## src/rtl/tmr_pkg.sv

```systemverilog
package tmr_pkg;
  localparam int WORD_W = 32;
  localparam int ADDR_W = 6;

  localparam logic [ADDR_W-1:0] A_CTRL   = 6'h00;
  localparam logic [ADDR_W-1:0] A_DIV    = 6'h04;
  localparam logic [ADDR_W-1:0] A_ALM_LO = 6'h08;
  localparam logic [ADDR_W-1:0] A_ALM_HI = 6'h0C;
  localparam logic [ADDR_W-1:0] A_RLD_LO = 6'h10;
  localparam logic [ADDR_W-1:0] A_RLD_HI = 6'h14;
  localparam logic [ADDR_W-1:0] A_LOAD   = 6'h18;
  localparam logic [ADDR_W-1:0] A_SNAP   = 6'h1C;
  localparam logic [ADDR_W-1:0] A_CNT_LO = 6'h20;
  localparam logic [ADDR_W-1:0] A_CNT_HI = 6'h24;
  localparam logic [ADDR_W-1:0] A_IEN    = 6'h28;
  localparam logic [ADDR_W-1:0] A_IRAW   = 6'h2C;
  localparam logic [ADDR_W-1:0] A_IST    = 6'h30;
  localparam logic [ADDR_W-1:0] A_ICLR   = 6'h34;
  localparam logic [ADDR_W-1:0] A_CSEL   = 6'h38;

  localparam int B_RUN  = 0;
  localparam int B_UP   = 1;
  localparam int B_ARLD = 2;
  localparam int B_ARM  = 3;

  typedef enum logic [1:0] {
    SRC_CRYSTAL = 2'd0,
    SRC_FAST_RC = 2'd1,
    SRC_PLL80   = 2'd2,
    SRC_RSVD    = 2'd3
  } clk_src_e;
endpackage

```

## src/rtl/tmr_prescaler.sv

```systemverilog
module tmr_prescaler #(
  parameter int DIV_W = 16
) (
  input  logic             clk,
  input  logic             rst_n,
  input  logic             run,
  input  logic             restart,
  input  logic [DIV_W-1:0] div_field,
  output logic             tick
);
  logic [DIV_W-1:0] limit;
  logic [DIV_W-1:0] phase;

  // field 0 -> full 2^DIV_W ratio, field 1 -> treated as 2
  always_comb begin
    if (div_field == '0)                    limit = '1;
    else if (div_field == DIV_W'(1))        limit = DIV_W'(1);
    else                                    limit = div_field - DIV_W'(1);
  end

  assign tick = run && (phase == limit);

  always_ff @(posedge clk or negedge rst_n) begin
    if (!rst_n)       phase <= '0;
    else if (restart) phase <= '0;
    else if (run)     phase <= (phase == limit) ? '0 : phase + DIV_W'(1);
  end

  p_phase_bound_r2: assert property (@(posedge clk) disable iff (!rst_n)
    phase <= limit);
  p_restart_phase_r3: assert property (@(posedge clk) disable iff (!rst_n)
    restart |=> (phase == '0));
endmodule

```

## src/rtl/tmr_count_core.sv

```systemverilog
module tmr_count_core #(
  parameter int CNT_W = 54
) (
  input  logic             clk,
  input  logic             rst_n,
  input  logic             tick,
  input  logic             count_up,
  input  logic             soft_load,
  input  logic             armed,
  input  logic             auto_reload,
  input  logic [CNT_W-1:0] alarm_val,
  input  logic [CNT_W-1:0] preset_val,
  output logic [CNT_W-1:0] count,
  output logic             fire
);
  logic reach;
  logic take_preset;

  assign reach       = count_up ? (count >= alarm_val) : (count <= alarm_val);
  assign fire        = armed && reach;
  assign take_preset = soft_load || (fire && auto_reload);

  always_ff @(posedge clk or negedge rst_n) begin
    if (!rst_n)           count <= '0;
    else if (take_preset) count <= preset_val;
    else if (tick)        count <= count_up ? count + CNT_W'(1) : count - CNT_W'(1);
  end

  p_soft_load_r6: assert property (@(posedge clk) disable iff (!rst_n)
    soft_load |=> (count == $past(preset_val)));
  p_hold_idle_r4: assert property (@(posedge clk) disable iff (!rst_n)
    (!tick && !soft_load && !(fire && auto_reload)) |=> $stable(count));
  p_reload_on_alarm_r8: assert property (@(posedge clk) disable iff (!rst_n)
    (fire && auto_reload) |=> (count == $past(preset_val)));
endmodule

```

## src/rtl/tmr_snap_xfer.sv

```systemverilog
module tmr_snap_xfer #(
  parameter int CNT_W       = 54,
  parameter int SYNC_STAGES = 2
) (
  input  logic             tclk,
  input  logic             rclk,
  input  logic             rst_n,
  input  logic [CNT_W-1:0] live_count,
  input  logic             req,
  output logic             busy,
  output logic [CNT_W-1:0] snap
);
  logic                   req_tgl;
  logic [SYNC_STAGES-1:0] req_sync;
  logic                   req_last;
  logic                   ack_tgl;
  logic [SYNC_STAGES-1:0] ack_sync;
  logic                   ack_last;
  logic [CNT_W-1:0]       hold;
  logic                   req_edge;
  logic                   ack_edge;

  assign req_edge = req_sync[SYNC_STAGES-1] ^ req_last;
  assign ack_edge = ack_sync[SYNC_STAGES-1] ^ ack_last;

  // register side: issue request, wait for the acknowledge
  always_ff @(posedge rclk or negedge rst_n) begin
    if (!rst_n) begin
      req_tgl  <= 1'b0;
      ack_sync <= '0;
      ack_last <= 1'b0;
      busy     <= 1'b0;
      snap     <= '0;
    end else begin
      ack_sync <= {ack_sync[SYNC_STAGES-2:0], ack_tgl};
      if (ack_edge) begin
        ack_last <= ack_sync[SYNC_STAGES-1];
        busy     <= 1'b0;
        snap     <= hold;
      end
      if (req && !busy) begin
        req_tgl <= ~req_tgl;
        busy    <= 1'b1;
      end
    end
  end

  // timer side: capture the live count once per request
  always_ff @(posedge tclk or negedge rst_n) begin
    if (!rst_n) begin
      req_sync <= '0;
      req_last <= 1'b0;
      ack_tgl  <= 1'b0;
      hold     <= '0;
    end else begin
      req_sync <= {req_sync[SYNC_STAGES-2:0], req_tgl};
      if (req_edge) begin
        req_last <= req_sync[SYNC_STAGES-1];
        hold     <= live_count;
        ack_tgl  <= ~ack_tgl;
      end
    end
  end

  p_snap_only_on_done_r9: assert property (@(posedge rclk) disable iff (!rst_n)
    !$fell(busy) |-> $stable(snap));
  p_hold_quiet_r9: assert property (@(posedge tclk) disable iff (!rst_n)
    !req_edge |=> $stable(hold));
  p_busy_sticky_r9: assert property (@(posedge rclk) disable iff (!rst_n)
    (busy && !ack_edge) |=> busy);
endmodule

```

## src/rtl/tmr_alarm_timer.sv

```systemverilog
module tmr_alarm_timer
  import tmr_pkg::*;
#(
  parameter int CNT_W       = 54,
  parameter int DIV_W       = 16,
  parameter int SYNC_STAGES = 2
) (
  input  logic              clk,
  input  logic              rst_n,
  input  logic              bus_we,
  input  logic [ADDR_W-1:0] bus_addr,
  input  logic [WORD_W-1:0] bus_wdata,
  output logic [WORD_W-1:0] bus_rdata,
  output logic              irq,
  output logic [1:0]        clk_sel
);
  localparam int HI_W  = CNT_W - WORD_W;
  localparam int PAD_H = WORD_W - HI_W;
  localparam int PAD_D = WORD_W - DIV_W;

  logic r_run, r_up, r_arld, r_arm;
  logic [DIV_W-1:0]  r_div;
  logic [WORD_W-1:0] alm_stage, rld_stage;
  logic [CNT_W-1:0]  alm_val, rld_val;
  logic r_ien, r_iraw;
  clk_src_e r_csel;

  logic wr_ctrl, wr_div, wr_alm_lo, wr_alm_hi, wr_rld_lo, wr_rld_hi;
  logic wr_iclr, wr_ien, wr_csel;
  logic soft_load, snap_req;
  logic tick, fire, snap_busy;
  logic [CNT_W-1:0] live_count, snap_val;

  assign wr_ctrl   = bus_we && (bus_addr == A_CTRL);
  assign wr_div    = bus_we && (bus_addr == A_DIV);
  assign wr_alm_lo = bus_we && (bus_addr == A_ALM_LO);
  assign wr_alm_hi = bus_we && (bus_addr == A_ALM_HI);
  assign wr_rld_lo = bus_we && (bus_addr == A_RLD_LO);
  assign wr_rld_hi = bus_we && (bus_addr == A_RLD_HI);
  assign wr_iclr   = bus_we && (bus_addr == A_ICLR) && bus_wdata[0];
  assign wr_ien    = bus_we && (bus_addr == A_IEN);
  assign wr_csel   = bus_we && (bus_addr == A_CSEL);
  assign soft_load = bus_we && (bus_addr == A_LOAD) && bus_wdata[0];
  assign snap_req  = bus_we && (bus_addr == A_SNAP) && bus_wdata[0];

  // control and configuration registers
  always_ff @(posedge clk or negedge rst_n) begin
    if (!rst_n) begin
      r_run     <= 1'b0;
      r_up      <= 1'b1;
      r_arld    <= 1'b0;
      r_arm     <= 1'b0;
      r_div     <= DIV_W'(2);
      alm_stage <= '0;
      rld_stage <= '0;
      alm_val   <= '0;
      rld_val   <= '0;
      r_ien     <= 1'b0;
      r_iraw    <= 1'b0;
      r_csel    <= SRC_CRYSTAL;
    end else begin
      if (wr_ctrl) begin
        r_run  <= bus_wdata[B_RUN];
        r_up   <= bus_wdata[B_UP];
        r_arld <= bus_wdata[B_ARLD];
        r_arm  <= bus_wdata[B_ARM];
      end else if (fire) begin
        r_arm  <= 1'b0;
      end
      if (wr_div)    r_div     <= bus_wdata[DIV_W-1:0];
      if (wr_alm_lo) alm_stage <= bus_wdata;
      if (wr_rld_lo) rld_stage <= bus_wdata;
      if (wr_alm_hi) alm_val   <= {bus_wdata[HI_W-1:0], alm_stage};
      if (wr_rld_hi) rld_val   <= {bus_wdata[HI_W-1:0], rld_stage};
      if (wr_ien)    r_ien     <= bus_wdata[0];
      if (fire)         r_iraw <= 1'b1;
      else if (wr_iclr) r_iraw <= 1'b0;
      if (wr_csel && (clk_src_e'(bus_wdata[1:0]) != SRC_RSVD))
        r_csel <= clk_src_e'(bus_wdata[1:0]);
    end
  end

  tmr_prescaler #(.DIV_W(DIV_W)) u_presc (
    .clk       (clk),
    .rst_n     (rst_n),
    .run       (r_run),
    .restart   (wr_div),
    .div_field (r_div),
    .tick      (tick)
  );

  tmr_count_core #(.CNT_W(CNT_W)) u_core (
    .clk         (clk),
    .rst_n       (rst_n),
    .tick        (tick),
    .count_up    (r_up),
    .soft_load   (soft_load),
    .armed       (r_arm),
    .auto_reload (r_arld),
    .alarm_val   (alm_val),
    .preset_val  (rld_val),
    .count       (live_count),
    .fire        (fire)
  );

  tmr_snap_xfer #(.CNT_W(CNT_W), .SYNC_STAGES(SYNC_STAGES)) u_snap (
    .tclk       (clk),
    .rclk       (clk),
    .rst_n      (rst_n),
    .live_count (live_count),
    .req        (snap_req),
    .busy       (snap_busy),
    .snap       (snap_val)
  );

  always_comb begin
    bus_rdata = '0;
    case (bus_addr)
      A_CTRL:   bus_rdata = {{(WORD_W-4){1'b0}}, r_arm, r_arld, r_up, r_run};
      A_DIV:    bus_rdata = {{PAD_D{1'b0}}, r_div};
      A_ALM_LO: bus_rdata = alm_val[WORD_W-1:0];
      A_ALM_HI: bus_rdata = {{PAD_H{1'b0}}, alm_val[CNT_W-1:WORD_W]};
      A_RLD_LO: bus_rdata = rld_val[WORD_W-1:0];
      A_RLD_HI: bus_rdata = {{PAD_H{1'b0}}, rld_val[CNT_W-1:WORD_W]};
      A_SNAP:   bus_rdata = {{(WORD_W-1){1'b0}}, snap_busy};
      A_CNT_LO: bus_rdata = snap_val[WORD_W-1:0];
      A_CNT_HI: bus_rdata = {{PAD_H{1'b0}}, snap_val[CNT_W-1:WORD_W]};
      A_IEN:    bus_rdata = {{(WORD_W-1){1'b0}}, r_ien};
      A_IRAW:   bus_rdata = {{(WORD_W-1){1'b0}}, r_iraw};
      A_IST:    bus_rdata = {{(WORD_W-1){1'b0}}, r_iraw & r_ien};
      A_CSEL:   bus_rdata = {{(WORD_W-2){1'b0}}, r_csel};
      default:  bus_rdata = '0;
    endcase
  end

  assign irq     = r_iraw & r_ien;
  assign clk_sel = r_csel;

  p_one_shot_r7: assert property (@(posedge clk) disable iff (!rst_n)
    (fire && !wr_ctrl) |=> !r_arm);
  p_raw_sticky_r10: assert property (@(posedge clk) disable iff (!rst_n)
    (r_iraw && !wr_iclr) |=> r_iraw);
  p_event_sets_raw_r10: assert property (@(posedge clk) disable iff (!rst_n)
    fire |=> r_iraw);
  p_csel_legal_r11: assert property (@(posedge clk) disable iff (!rst_n)
    r_csel != SRC_RSVD);
  p_alarm_staged_r5: assert property (@(posedge clk) disable iff (!rst_n)
    !wr_alm_hi |=> $stable(alm_val));
endmodule

```

## config.mk

```make
export PLATFORM = sky130hd
export DESIGN_NAME = tmr_alarm_timer
export DESIGN_NICKNAME = d
export VERILOG_FILES = /design/src/rtl/tmr_pkg.sv /design/src/rtl/tmr_prescaler.sv /design/src/rtl/tmr_count_core.sv /design/src/rtl/tmr_snap_xfer.sv /design/src/rtl/tmr_alarm_timer.sv
export SDC_FILE = /design/constraint.sdc
export NUM_CORES = 1
export LEC_CHECK = 0
export CAP_MARGIN = 10
export CORE_AREA = 2 2 194 196
export CTS_BUF_LIST = sky130_fd_sc_hd__clkbuf_4
export CTS_CLUSTER_SIZE = 8
export DETAILED_ROUTE_END_ITERATION = 8
export DIE_AREA = 0 0 196 198
export PLACE_DENSITY = 0.78
export SYNTH_ARGS = -nofsm -noshare
export SYNTH_HDL_FRONTEND = slang
export SYNTH_SLANG_ARGS = --single-unit
```

## constraint.sdc

```tcl
create_clock -name clk -period 4.65 [get_ports clk]
set_input_delay 0.93 -clock clk [delete_from_list [all_inputs] [get_ports clk]]
set_output_delay 0.93 -clock clk [all_outputs]
set_load 0.02 [all_outputs]
```

# Yosys cells after proc, flatten, opt, wreduce, memory -nomap -nowiden
# Cells that the tools add are included.
# op_classes
n_addsub,4
n_mul,0
div_mod_pow,0
magnitude_cmp,2
eq_ne,17
n_shift,0
n_mux,16
bitwise,5
n_reduce_logical,28
# op_table
op,n
$pmux 32 s13,1
$mux 54,3
$mux 16,5
$add 54x1->54 const B,1
$ge 54x54->1,1
$le 54x54->1,1
$sub 54x1->54 const B,1
$eq 6x6->1 const B,7
$eq 6x5->1 const B,4
$logic_and 1x1->1,19
$add 16x1->16 const B,1
$eq 16x1->1 const B,1
$eq 16x16->1,1
$logic_not 16->1,1
$sub 16x1->16 const B,1
$eq 6x4->1 const B,2
$reduce_bool 2->1,5
$mux 1,7
$eq 6x3->1 const B,1
$logic_not 6->1,1
$ne 2x2->1 const B,1
$not 1->1,2
$xor 1x1->1,2
$and 1x1->1,1
2 further kinds,2
# totals
reg_bits,383
latchBits,0
ramBits,0
rom_bits,0
in_bits,41
out_inout_bits,35
elab_cells,95
memories,0

# Longest topological paths before layout
# depth
word_depth,7
depth_mapped,17
depth_no_buf,13

# By module
# Synthesis repeated with hierarchy kept, for this count alone.
# hier_totals
cells_unflattened,1953
area_unflattened_um2,21825.9
# modules_own_cells
mod,n_inst,cells_each,area_per_inst_um2,seq_area_each_um2
tmr_alarm_timer,1,597,8644.5,4907.2
tmr_count_core,1,884,6909.1,1351.3
tmr_snap_xfer,1,244,4336.7,2927.8
tmr_prescaler,1,228,1935.6,400.4

# Least setup slack after synthesis
# Ideal clock, no wire load.
# synth_timing
path_kind,register to register
start,reg r_up
end,reg u_core.count[46]
setup_time_ns,0.126
arrival_time_ns,4.295
t_required_ns,4.524
slack_ns,0.229
path_stages_with_launch,14
path_buffers,0
synth_period_minus_slack_ns,4.421
cell_sequence,dfstp_2 -> inv_1 -> ha_1 -> and3_1 -> a221oi_1 -> o21ai_0 -> a21o_1 -> o211ai_1 -> a211oi_1 -> or2_2 -> a41o_1 -> or4_1 -> nor3b_1 -> a221o_1
# synth_via
elab_chain_cells,5
elab_cells_between_ends,8
classes_between,4 x mux; 4 x reduce/logical
# synth_rtl
item,line_no,text
"start, declared",tmr_alarm_timer.sv:21,"logic r_run, r_up, r_arld, r_arm;"
"start signal, assigned",tmr_alarm_timer.sv:64,r_up <= bus_wdata[B_UP];
$mux 1,tmr_count_core.sv:19,assign reach = count_up ? (count >= alarm_val) : (count <= alarm_val);
$logic_and 1x1->1,tmr_count_core.sv:20,assign fire = armed && reach;
$logic_and 1x1->1,tmr_count_core.sv:21,assign take_preset = soft_load || (fire && auto_reload);
$logic_or 1x1->1,tmr_count_core.sv:21,
$mux 54 / $reduce_bool 2->1 (equally long branches),--,
"end signal, assigned",tmr_count_core.sv:25,else if (take_preset) count <= preset_val;
"end signal, assigned",tmr_count_core.sv:26,else if (tick) count <= count_up ? count + CNT_W'(1) : count - CNT_W'(1);
"end, declared",tmr_count_core.sv:13,"output logic [CNT_W-1:0] count,"
# Parallel ways exist; a longest one is shown, timed or not. The select of a mux whose other input is x is not followed.
# A chain may end at the register's enable or synchronous reset.

# Worst setup path after layout
# layout_timing
start,in bus_addr[1]
end,out bus_rdata[6]
# layout_via
elab_chain_cells,2
elab_cells_between_ends,14
classes_between,12 x eq/ne; 1 x mux; 1 x reduce/logical
# layout_rtl
item,line_no,text
"start, declared",tmr_alarm_timer.sv:11,"input logic [ADDR_W-1:0] bus_addr,"
$eq 6x6->1 (tied with other cells),tmr_alarm_timer.sv:118,case (bus_addr)
$pmux 32 s13 (*),tmr_alarm_timer.sv:118,
"end, declared",tmr_alarm_timer.sv:13,"output logic [WORD_W-1:0] bus_rdata,"
# Mark *: on every way between the ends. The rest lies on a longest branch, timed or not.

==> results.md <==
- Fin crit share: 0.966
- Post-CTS Hold Buffers: 0
- Count of input and output buffers: 75
- Crit end category: primary output
- EDFF count, synth: 0
- Syn Inst Count: 2,107
- Max-cap violations: 0
- Worst slew pin tran: 1.24 ns
- Final Hold Viols: 0
- Syn Std Cell Area: 0.0210 mm2
- Worst Setup Path Type: in -> out
- Die ar.: 0.0388 mm2
- Commonest cells post-synth: 381 x dfrtp_1, 329 x nand2_1, 234 x mux2_2, 142 x o21ai_0, 119 x a21oi_1
- FFs w/ async S/R, synth: 1.00
- Fin crit period: ~4.5 ns
- Drt initial violations: 1,521
- Die width: 196 um
- Most frequent cell after synthesis: dfrtp_1
- CTS sink count: roughly 380
- Largest net degree at the start of global routing: 111
- Post CTS Setup Buffer Count: 0
- Post-route ant nets: 0
- Slowest-stage cell, CP: clkdlybuf4s50_1
- CTS tree: built
- Total Routing Usage GR: 0.318
- DR vias: 17,200
- Layout area overhead: 12.5%
- Initial antenna violation count: 2
- Share of layout cells above drive strength 1: 0.201
- Crit path cell chain: clkdlybuf4s50_1, nor2_1, nand2_1, nor2_2, buf_4, a22oi_1, nand3_1, clkdlybuf4s50_1
- Hold Crit Class: in -> async
- Yosys reg bits: 383
- Worst slew margin: 0.169
- Setup_tns: 0 ns
- Post-synth top area cell: dfrtp_1
- Max VDD drop: 405 uV
- Vias per cell: 6.23
- Top FF cell, synth: dfrtp_1
- Hold_ws: 0.188 ns
- Post-route setup slack: 0.158 ns
- Layout Nets: 2,371
- CTS max path bufs: 3
- Most frequent CP cell: clkdlybuf4s50_1
- Final WL: 60,800 um
- Final HPWL DP: 42,300 um
- CTS Buf Count: 99
- Register area share after synthesis: 0.457
- Critical path's largest stage delay: 0.64 ns
- Post-CTS Resized: 0
- RSZ-0062 raised after global routing: no
- Worst-path fanout max: 28
- Top area cells in the synthesized netlist: dfrtp_1 45%, mux2_2 13%, ha_1 6.6%, nand2_1 5.9%, o21ai_0 3.4%
- Boundary Pins: 76
- Die H: 198 um
- Clock skew: 0.0526 ns
- First-pass GRT wire length: around 95,000 um
- Syn_nets: 2,259
- CP Launch Type: input port
- Vias in the first global route: 16,800
- CTS Root Cell: clkbuf_4
- Fillers: slightly below 3,000
- Clk_lat worst skew: between 0.8 and 0.9 ns
- Pre-antenna DRT Iters: 8
- CP required: 3.72 ns
- Pwr Density: 379 mW/mm2
- GRT overflow: 0
- Pre-CTS setup slack: around 0.26 ns
- Final setup vio count: 0
- GPL Wtd Cong: 0.985
- Max Clk Rate: approximately 0.22 GHz
- Std-Cell Rows: 71
- DRC violation count after routing: 0
- Post-synth top area share: 0.455
- CP arrival: 3.56 ns
- Core ar.: 0.0370 mm2
- WL/cell: 22.1 um
- H-tree levels: 3
- Pwr Total: 0.00894 W
- Initial cell density of the core: 0.567
- Post-synthesis cell type count: 79
- Slew Limit Fails: 0
- Post-synthesis average cell area: just under 10 um2
- YS warnings: 0
- Clock transition at path regs: 0.06 ns
- Status: finished, final reports clean
- Lkg Pwr: 11.6 nW
worst max-delay path: cells and delay by family:
kind / cells / cell delay [ns]
buffers and inverters: 3 / 1.52
and+or+nand+nor: 4 / 0.92
AOI/OAI and AO/OA: 1 / 0.17
worst paths after layout:
| path | slack, ns | cells past startpoint | endpoint | start |
|---|---|---|---|---|
| max | 0.16 | 8 | bus_rdata[6] | bus_addr[1] |
| min | 0.19 | 1 | u_snap.snap[11] | rst_n |
| max reg2reg | 0.24 | 11 | u_core.count[44] | r_div[2] |
| min reg2reg | 0.35 | 0 | u_snap.ack_sync[1] | u_snap.ack_sync[0] |
| max in group asynchronous | 3.42 | 2 | u_snap.req_tgl | rst_n |
| min in group clk | 0.35 | 0 | u_snap.ack_sync[1] | u_snap.ack_sync[0] |
per-layer routing:
metal | vias up | track usage | wire length, um
met5 | - | 0 | 0
met4 | 0 | 0.160 | 3120
met3 | 205 | 0.0652 | 4650
met2 | 773 | 0.502 | 27700
met1 | 8417 | 0.421 | 25400
li1 | 7789 | - | -
per-stage QoR:
stage / instance area [um2] / cells / util
global route: 23600 / 2758 / 0.638
global placement: 22400 / 2591 / 0.605
floorplan: 21000 / 2107 / -
finish: 23600 / 2758 / 0.638
detailed placement: 22400 / 2591 / 0.605
CTS: 23600 / 2754 / 0.637
final cells by class:
| class | instances | area, um2 | area share |
|---|---|---|---|
| repair buffers | 117 | 1180 | 0.0502 |
| well taps | 474 | 593 | 0.0252 |
| flip-flops and latches | 383 | 9590 | 0.407 |
| diodes | 3 | 7.51 | 0.000318 |
| clock buffers | 142 | 1070 | 0.0452 |
| clock inverters | 21 | 119 | 0.00504 |
| multi-input cells | 1529 | 10700 | 0.453 |
| inverters | 89 | 334 | 0.0142 |
power by group:
| group | leakage [nW] | internal [W] | total, W | switching [W] |
|---|---|---|---|---|
| Sequential | 5.22 | 0.00362 | 0.00392 | 0.000300 |
| Clock | 0.710 | 0.00144 | 0.00283 | 0.00139 |
| Combinational | 5.70 | 0.000799 | 0.00219 | 0.00139 |
cells in the final DEF (no fill, tap or decap), drive strengths merged, types with 20 or more instances in the layout:
master           n
and3            20
inv             89
nor2            93
ha             110
nand2b          20
nand4           25
a21o            30
a21oi          119
clkdlybuf4s50   74
mux2i           21
nor3            25
buf             43
xor2            35
clkbuf         142
o21ai          144
nand3           53
nand2          329
mux2           234
dfrtp          381
a22oi           56
xnor2           37
registers in the layout (all words and copies together) (netlist names), 2 cells and up:
register / flops
alm_stage: 32
alm_val: 54
clk_sel: 2
r_div: 16
rld_stage: 32
rld_val: 54
u_core.count: 54
u_presc.phase: 16
u_snap.ack_sync: 2
u_snap.hold: 54
u_snap.req_sync: 2
u_snap.snap: 54
cells by family (layout without fill, tap and decap cells):
group / Yosys count / count (layout) / synth area share
DFF: 383 / 383 / 0.457
muxes: 255 / 255 / 0.136
other: 0 / 3 / 0
AOI/OAI and AO/OA: 455 / 455 / 0.135
adders and majority gates: 111 / 111 / 0.0666
xor gates and xnor gates: 72 / 72 / 0.0301
and+or+nand+nor: 636 / 636 / 0.139
buffers and inverters: 195 / 369 / 0.0360
Power figures use the tool's default switching activity.
